`src/rtl/mbus_pkg.sv`:
```
package mbus_pkg;
  typedef enum logic {
    BUS_RDWR = 1'b0,
    BUS_DSRW = 1'b1
  } bus_mode_e;

  localparam int unsigned LOC_SECONDS = 0;
  localparam int unsigned LOC_RATE    = 10;
  localparam int unsigned LOC_FLAGS   = 12;
  localparam int unsigned LOC_VALID   = 13;
endpackage

```
`src/rtl/mbus_sync.sv`:
```
module mbus_sync #(
  parameter int unsigned W = 1,
  parameter int unsigned STAGES = 2,
  parameter logic [W-1:0] RST_VAL = '0
) (
  input  logic         clk,
  input  logic         rst_n,
  input  logic [W-1:0] d,
  output logic [W-1:0] q
);
  logic [W-1:0] stg_q [STAGES];
  logic [W-1:0] stg_d [STAGES];

  always_comb begin
    stg_d[0] = d;
    for (int i = 1; i < STAGES; i++) stg_d[i] = stg_q[i-1];
  end

  always_ff @(posedge clk or negedge rst_n) begin
    if (!rst_n) begin
      for (int i = 0; i < STAGES; i++) stg_q[i] <= RST_VAL;
    end else begin
      for (int i = 0; i < STAGES; i++) stg_q[i] <= stg_d[i];
    end
  end

  assign q = stg_q[STAGES-1];
endmodule

```
`src/rtl/mbus_addr_latch.sv`:
```
module mbus_addr_latch #(
  parameter int unsigned AW = 7
) (
  input  logic          clk,
  input  logic          rst_n,
  input  logic          as_s,
  input  logic [AW-1:0] ad_s,
  output logic [AW-1:0] addr,
  output logic          valid
);
  logic          as_prev_q;
  logic [AW-1:0] addr_q, addr_d;
  logic          valid_q, valid_d;
  logic          as_fall, as_rise;

  assign as_fall = as_prev_q & ~as_s;
  assign as_rise = ~as_prev_q & as_s;

  always_comb begin
    addr_d  = addr_q;
    valid_d = valid_q;
    if (as_rise) begin
      addr_d  = '0;
      valid_d = 1'b0;
    end else if (as_fall) begin
      addr_d  = ad_s;
      valid_d = 1'b1;
    end
  end

  always_ff @(posedge clk or negedge rst_n) begin
    if (!rst_n) begin
      as_prev_q <= 1'b0;
      addr_q    <= '0;
      valid_q   <= 1'b0;
    end else begin
      as_prev_q <= as_s;
      if (as_rise || as_fall) begin
        addr_q  <= addr_d;
        valid_q <= valid_d;
      end
    end
  end

  assign addr  = addr_q;
  assign valid = valid_q;
endmodule

```
`src/rtl/mbus_strobe.sv`:
```
module mbus_strobe #(
  parameter int unsigned DW = 8
) (
  input  logic          clk,
  input  logic          rst_n,
  input  logic          mode_ds,
  input  logic          ds_s,
  input  logic          rw_s,
  input  logic          sel,
  input  logic [DW-1:0] ad_s,
  input  logic [DW-1:0] mem_rdata,
  output logic          rd_pulse,
  output logic          oe,
  output logic [DW-1:0] rdata,
  output logic          wr_pulse,
  output logic [DW-1:0] wdata
);
  logic          rd_strobe, wr_strobe, rd_act, wr_act, commit;
  logic          oe_q, oe_d;
  logic          wph_q, wph_d;
  logic          wpls_q, wpls_d;
  logic [DW-1:0] rdata_q, rdata_d;
  logic [DW-1:0] wbuf_q, wbuf_d;
  logic [DW-1:0] wout_q, wout_d;

  always_comb begin
    if (mode_ds == mbus_pkg::BUS_DSRW) begin
      rd_strobe = ds_s & rw_s;
      wr_strobe = ds_s & ~rw_s;
    end else begin
      rd_strobe = ~ds_s & rw_s;
      wr_strobe = ~rw_s;
    end
  end

  assign rd_act   = rd_strobe & sel & ~wph_q;
  assign wr_act   = wr_strobe & sel;
  assign commit   = wph_q & ~wr_strobe;
  assign rd_pulse = rd_act & ~oe_q;

  always_comb begin
    oe_d    = rd_act;
    rdata_d = rd_pulse ? mem_rdata : rdata_q;
    wph_d   = wr_act;
    wbuf_d  = wr_act ? ad_s : wbuf_q;
    wpls_d  = commit;
    wout_d  = commit ? wbuf_q : wout_q;
  end

  always_ff @(posedge clk or negedge rst_n) begin
    if (!rst_n) begin
      oe_q    <= 1'b0;
      wph_q   <= 1'b0;
      wpls_q  <= 1'b0;
      rdata_q <= '0;
      wbuf_q  <= '0;
      wout_q  <= '0;
    end else begin
      oe_q   <= oe_d;
      wph_q  <= wph_d;
      wpls_q <= wpls_d;
      if (rd_pulse) rdata_q <= rdata_d;
      if (wr_act)   wbuf_q  <= wbuf_d;
      if (commit)   wout_q  <= wout_d;
    end
  end

  assign oe       = oe_q;
  assign rdata    = rdata_q;
  assign wr_pulse = wpls_q;
  assign wdata    = wout_q;
endmodule

```
`src/rtl/mbus_wprot.sv`:
```
module mbus_wprot #(
  parameter int unsigned AW = 7,
  parameter int unsigned DW = 8
) (
  input  logic [AW-1:0] addr,
  input  logic          wr_req,
  output logic          wr_ok,
  output logic [DW-1:0] mask
);
  logic ro_loc, top_locked;

  always_comb begin
    ro_loc     = (addr == AW'(mbus_pkg::LOC_FLAGS)) || (addr == AW'(mbus_pkg::LOC_VALID));
    top_locked = (addr == AW'(mbus_pkg::LOC_SECONDS)) || (addr == AW'(mbus_pkg::LOC_RATE));
    wr_ok      = wr_req & ~ro_loc;
    if (ro_loc)          mask = '0;
    else if (top_locked) mask = {1'b0, {(DW-1){1'b1}}};
    else                 mask = '1;
  end
endmodule

```
`src/rtl/mux_bus_slave.sv`:
```
module mux_bus_slave #(
  parameter int unsigned DW = 8,
  parameter int unsigned AW = 7,
  parameter int unsigned SYNC_STAGES = 2
) (
  input  logic          clk,
  input  logic          rst_n,
  input  logic          mode_i,
  input  logic          as_i,
  input  logic          ds_i,
  input  logic          rw_i,
  input  logic          cs_n_i,
  input  logic          inhibit_i,
  input  logic [DW-1:0] ad_i,
  output logic [DW-1:0] ad_out,
  output logic          ad_oe,
  output logic [AW-1:0] mem_addr,
  output logic          mem_rd,
  input  logic [DW-1:0] mem_rdata,
  output logic          mem_wr,
  output logic [DW-1:0] mem_wdata,
  output logic [DW-1:0] mem_wmask
);
  localparam int unsigned CW = 6;
  localparam int unsigned SW = DW + CW;
  localparam logic [SW-1:0] SYNC_RST = {1'b0, 1'b1, 1'b1, 1'b1, 1'b0, 1'b0, {DW{1'b0}}};

  logic rst_meta_q, rst_sync_q;

  always_ff @(posedge clk or negedge rst_n) begin
    if (!rst_n) begin
      rst_meta_q <= 1'b0;
      rst_sync_q <= 1'b0;
    end else begin
      rst_meta_q <= 1'b1;
      rst_sync_q <= rst_meta_q;
    end
  end

  logic [SW-1:0] raw_bus, syn_bus;
  logic          mode_s, inh_s, cs_n_s, rw_s, ds_s, as_s;
  logic [DW-1:0] ad_s;

  assign raw_bus = {mode_i, inhibit_i, cs_n_i, rw_i, ds_i, as_i, ad_i};
  assign {mode_s, inh_s, cs_n_s, rw_s, ds_s, as_s, ad_s} = syn_bus;

  mbus_sync #(.W(SW), .STAGES(SYNC_STAGES), .RST_VAL(SYNC_RST)) u_sync (
    .clk(clk), .rst_n(rst_sync_q), .d(raw_bus), .q(syn_bus)
  );

  logic [AW-1:0] addr;
  logic          addr_valid;

  mbus_addr_latch #(.AW(AW)) u_alat (
    .clk(clk), .rst_n(rst_sync_q), .as_s(as_s), .ad_s(ad_s[AW-1:0]),
    .addr(addr), .valid(addr_valid)
  );

  logic sel;
  assign sel = ~cs_n_s & ~inh_s & addr_valid;

  logic wr_pulse;

  mbus_strobe #(.DW(DW)) u_strb (
    .clk(clk), .rst_n(rst_sync_q), .mode_ds(mode_s), .ds_s(ds_s), .rw_s(rw_s),
    .sel(sel), .ad_s(ad_s), .mem_rdata(mem_rdata), .rd_pulse(mem_rd),
    .oe(ad_oe), .rdata(ad_out), .wr_pulse(wr_pulse), .wdata(mem_wdata)
  );

  mbus_wprot #(.AW(AW), .DW(DW)) u_wprot (
    .addr(addr), .wr_req(wr_pulse), .wr_ok(mem_wr), .mask(mem_wmask)
  );

  assign mem_addr = addr;
endmodule

```
`config.mk`:
```
export PLATFORM = sky130hd
export DESIGN_NAME = mux_bus_slave
export DESIGN_NICKNAME = d
export VERILOG_FILES = /design/src/rtl/mbus_pkg.sv /design/src/rtl/mbus_sync.sv /design/src/rtl/mbus_addr_latch.sv /design/src/rtl/mbus_strobe.sv /design/src/rtl/mbus_wprot.sv /design/src/rtl/mux_bus_slave.sv
export SDC_FILE = /design/constraint.sdc
export NUM_CORES = 1
export LEC_CHECK = 0
export ABC_CLOCK_PERIOD_IN_PS = 4900
export CORE_MARGIN = 2
export CORE_UTILIZATION = 50
export DETAILED_ROUTE_END_ITERATION = 12
export MAX_ROUTING_LAYER = met4
export PLACE_DENSITY = 0.81
export SETUP_SLACK_MARGIN = 0.15
export SLEW_MARGIN = 40
export SYNTH_ARGS = -nofsm -noshare
export SYNTH_HDL_FRONTEND = slang
export SYNTH_SLANG_ARGS = --single-unit
```
`constraint.sdc`:
```
create_clock -name clk -period 4.9 [get_ports clk]
set_input_delay 0.49 -clock clk [delete_from_list [all_inputs] [get_ports clk]]
set_output_delay 0.49 -clock clk [all_outputs]
set_load 0.02 [all_outputs]
```
# Word-level counts from Yosys, hierarchy flattened
# Index checks and enable logic that the tools add are counted.
dict set report classes {
  n_eq_ne 3
  muxes 8
  bitwise 23
  reduce_logical 6
}
# cell count
set op_table {}
lappend op_table {{7-bit by 4-bit equality test with 1-bit output (second input constant)} 3}
lappend op_table {{8-bit 2-to-1 mux} 2}
lappend op_table {{7-bit 2-to-1 mux} 2}
lappend op_table {{1-bit bitwise AND} 13}
lappend op_table {{1-bit inverter} 10}
lappend op_table {{7-bit logical NOT} 1}
lappend op_table {{1-bit 2-to-1 mux} 4}
lappend op_table {{1-bit logical OR} 3}
lappend op_table {{2-bit AND reduction} 1}
lappend op_table {{2-bit nonzero test} 1}
dict set report word_totals {
  reg_bits 66
  out_inout_bits 34
  word_cells 53
}

# Longest topological paths before layout
dict set report logic_depth {
  ltp_word 6
  ltp_mapped 5
}

# Modules after synthesis
# Synthesis repeated with hierarchy kept, for this count alone.
dict set report unflattened {
  hier_cells 141
  hier_area_um2 2352.3
}
# module n_inst cells_per_inst area_each_um2 seq_area_each_um2
set modules_own_cells {}
lappend modules_own_cells {mbus_strobe 1 61 1093.5 675.6}
lappend modules_own_cells {mbus_sync 1 28 708.2 708.2}
lappend modules_own_cells {mbus_addr_latch 1 35 387.9 225.2}
lappend modules_own_cells {mbus_wprot 1 13 96.3 0.0}
lappend modules_own_cells {mux_bus_slave 1 4 66.3 50.0}

# Least setup slack after synthesis
# No wires, ideal clock.
dict set report synth_timing {
  path_type {register to output}
  from {register u_alat.addr_q[5] (netlist: u_alat.addr[5])}
  to {output mem_wr}
  arrival_ns 1.520
  path_slack_ns 2.890
  stages_incl_launch_ff 4
  path_buffers 0
  cell_sequence {dfrtp_1 > nor3_1 > or3b_2 > and2_1}
}
dict set report synth_between {
  elab_chain_len 4
  elab_cells_between_ends 5
}
# item line
set synth_lines {}
lappend synth_lines {{from (decl)} mbus_addr_latch.sv:12} ;# logic [AW-1:0] addr_q, addr_d;
lappend synth_lines {{from (signal assigned)} mbus_addr_latch.sv:39} ;# addr_q <= addr_d;
lappend synth_lines {{7-bit by 4-bit equality test with 1-bit output} mbus_wprot.sv:13} ;# ro_loc = (addr == AW'(mbus_pkg::LOC_FLAGS)) || (addr == AW'(mbus_pkg::LOC_VALID));
lappend synth_lines {{1-bit logical OR *} mbus_wprot.sv:13}
lappend synth_lines {{1-bit inverter *} mbus_wprot.sv:15} ;# wr_ok = wr_req & ~ro_loc;
lappend synth_lines {{1-bit bitwise AND *} mbus_wprot.sv:15}
lappend synth_lines {{to (decl)} mux_bus_slave.sv:20} ;# output logic mem_wr,
# Every way passes the cells marked *; elsewhere a longest branch is shown, timed or not.

# Worst setup path after layout
dict set report layout_timing {
  from {register u_sync.stg_q (netlist bit u_sync.q[11])}
  to {output mem_rd}
}
dict set report layout_between {
  elab_chain_len 6
}
# item line
set layout_lines {}
lappend layout_lines {{from (decl)} mbus_sync.sv:11} ;# logic [W-1:0] stg_q [STAGES];
lappend layout_lines {{1-bit inverter} mux_bus_slave.sv:60} ;# assign sel = ~cs_n_s & ~inh_s & addr_valid;
lappend layout_lines {{1-bit bitwise AND (2 in series)} mux_bus_slave.sv:60}
lappend layout_lines {{1-bit bitwise AND (2 in series)} mbus_strobe.sv:36} ;# assign rd_act = rd_strobe & sel & ~wph_q;
lappend layout_lines {{1-bit bitwise AND} mbus_strobe.sv:39} ;# assign rd_pulse = rd_act & ~oe_q;
lappend layout_lines {{to (decl)} mux_bus_slave.sv:18} ;# output logic mem_rd,
# Every way passes these cells.

==> key figures <==
STA
  • Worst-Margin Slew: 0.582 ns
  • Clock Skews: 0.00426 ns
  • Tmin final: 2.88 ns
  • Slew margin rel.: 0.609
  • Final Hold Vio Count: 0
  • Max-slew violations: 0
  • Period utilisation layout: 0.588
  • Final worst slack: 2.02 ns
  • Final setup fails: 0
  • FMAX: 347 MHz
  • RSZ-0062 raised after global routing: no
  • Setup TNS Final: 0 ns

Layout
  • Final core area utilization: 0.701
  • Layout cell share with drive strength beyond 1: 0.255
  • Layout area overhead: 36.0%
  • Fin nets: 228
  • Fill count: 283
  • Ant diodes: 0

Critical path
  • Cell breakdown of the critical path: or3b_4 -> nor4_4 -> clkdlybuf4s50_1
  • Slowest cell delay on critical path: 0.72 ns
  • R2r worst-path depth: 3
  • Slowest cell on the critical path: clkdlybuf4s50_1
  • Bufs and invs on worst path: 1
  • Worst-path maximum fanout: 9
  • Crit path launch type: flop
  • CP Class: reg -> out
  • Critical path capture point type: output pin
  • Cell family contributing the most delay on the critical path: simple AND/OR/NAND/NOR gates
  • Required arrival time at the worst endpoint: 4.41 ns
  • CP Depth: 3
  • Worst Path Arrival: 2.39 ns

Floorplanning
  • Die H: 71 µm
  • Io pins: 58
  • CORE AREA: 4350 µm²
  • Cell Rows: 24
  • Initial Util: 0.516
  • Die area: 5040 µm²
  • DIE WIDTH: 71 µm

Place
  • Port buffer count: 57
  • Detail Placement HPWL: 2530 µm
  • Worst slack at placement: 2.32 ns
  • Final Wtd Congestion: 0.743

GRT
  • Pin count of the biggest net entering global routing: 65
  • Initial antenna violation count: 0
  • Gr ovfl total: 0
  • Total track usage: 0.171
  • Global-route wire length before repair: 6170 µm
  • Number of global-route vias before repair: 1356

CTS
  • TritonCTS buffer count: 9
  • Hold-fix buffers at CTS: 0
  • CTS Root Cell: clkbuf_8
  • Post-CTS Resized: 0
  • Clock latency at the later pin of the worst-skew pair: 0.32 ns
  • H-tree levels: 3
  • Post-CTS Setup Inserts: 0
  • CTS Sinks: 66
  • CTS Buffer Depth: 2
  • CTS tree: yes
  • Worst-path clk slew: 0.07 ns

Logic synthesis
  • Synthesized area: 2240 µm²
  • Synthesized Nets: 166
  • Seq cells post-synth: 66
  • Avg Cell Area, Syn: 15.9 µm²
  • Gate count of the mapped netlist: 141
  • Yosys warning count: 0
  • Seq/Total Area, Yosys: 0.739
  • Netlist cell types: 22

Pwr
  • PwrDens: 488 nW/µm²
  • Leakage: 1.33 nW
  • Worst IR drop on VDD: 0.383 mV
  • Total power: 0.00149 W

Drt
  • Remaining DRCs: 0
  • 1st-iter DRT viols: 64
  • Total Wirelength: 3590 µm
  • DR vias: 1268
  • DRT antenna net count: 0
  • Via density: 4.88
  • First-pass DRT Iterations: 3
  • Detailed-route wire length per cell: 13.8 µm

Run status
  • Status: finished clean

Run
  • Max cap viols: 0

Min path
  • Hold Crit Class: reg -> async
-- sequential cells by signal, summed over array words and instances (netlist names) --
register	flops
u_alat.addr	7
u_sync.stg_d	14
u_strb.oe	1
u_alat.as_prev_q	1
rst_meta_q	1
u_strb.rdata	8
u_strb.wdata	8
u_strb.wph_q	1
u_sync.q	14
u_alat.valid	1
u_strb.wr_pulse	1
rst_sync_q	1
u_strb.wbuf_q	8
-- logic make-up after synthesis --
group           share of synthesized area
compound gates                     0.0245
xor+xnor                          0.00390
fa+ha+maj                         0.00557
buf+inv                            0.0251
flops                               0.739
mux                                 0.120
other cells                       0.00167
simple gates                       0.0797
-- cell type report --
class	instances	area [µm²]	area share
sequential	66	1660	0.544
clock inverter	5	52.6	0.0172
multi-input combinational	66	533	0.175
clock buffer	11	151	0.0496
inverter	2	7.51	0.00246
tap	52	65.1	0.0213
timing repair buffer	58	582	0.191
-- stage by stage --
step / hold slack (ns) / area, µm² / cells
global route: 0.298 / 3050 / 260
global placement: 0.331 / 2840 / 244
detailed placement: 0.335 / 2840 / 244
floorplan: 0.194 / 2240 / 141
finish: 0.322 / 3050 / 260
CTS: 0.305 / 3050 / 260
-- layer usage --
layer / vias up / track usage / wire (µm)
met2: 56 / 0.267 / 1820
met4: 0 / 0.0566 / 38
li1: 591 / - / -
met3: 4 / 0.0897 / 294
met1: 617 / 0.191 / 1430
met5: - / - / 0
-- synth_stat cells --
cell | number | area share
dfrtp_1 | 60 | 0.67
mux2_2 | 24 | 0.12
nand2_1 | 10 | 0.017
o21ai_0 | 9 | 0.020
nand2b_1 | 8 | 0.022
buf_4 | 6 | 0.020
dfstp_2 | 6 | 0.070
nor3_1 | 3 | 0.0067
inv_1 | 2 | 0.0033
a21oi_1 | 1 | 0.0022
and2_1 | 1 | 0.0028
clkbuf_1 | 1 | 0.0017
conb_1 | 1 | 0.0017
ha_1 | 1 | 0.0056
nor2b_1 | 1 | 0.0028
nor3_4 | 1 | 0.0072
nor4_4 | 1 | 0.0095
o21ai_1 | 1 | 0.0022
or3_1 | 1 | 0.0028
or3b_2 | 1 | 0.0039
or3b_4 | 1 | 0.0050
xor2_1 | 1 | 0.0039
-- power by group --
group          switching, W  internal [W]  total (W)
registers         0.0000530      0.000644   0.000697
logic              0.000156      0.000190   0.000346
clock network      0.000185      0.000260   0.000445
-- cell usage in the layout (no fill, tap or decap), types with 2 or more instances in the layout --
master,Yosys,layout
clkbuf_8,0,11
clkdlybuf4s50_1,0,57
clkinv_2,0,3
dfrtp_1,60,59
dfstp_2,6,6
inv_1,2,2
mux2_2,24,24
nand2_1,10,10
nand2b_1,8,8
nor3_1,3,3
o21ai_0,9,9
-- path summary, 6_finish.rpt --
kind	start	endpoint	slack, ns
max	u_sync.q[11]	mem_rd	2.02
min	rst_sync_q	u_sync.stg_d[0]	0.32
max reg2reg	u_sync.q[11]	u_strb.rdata[2]	3.02
min reg2reg	rst_sync_q	u_sync.stg_d[0]	0.32
max in group asynchronous	rst_sync_q	u_sync.q[12]	4.19
min in group clk	u_sync.stg_d[3]	u_sync.q[3]	0.35
Note: power is estimated with default switching activity, not from simulation.
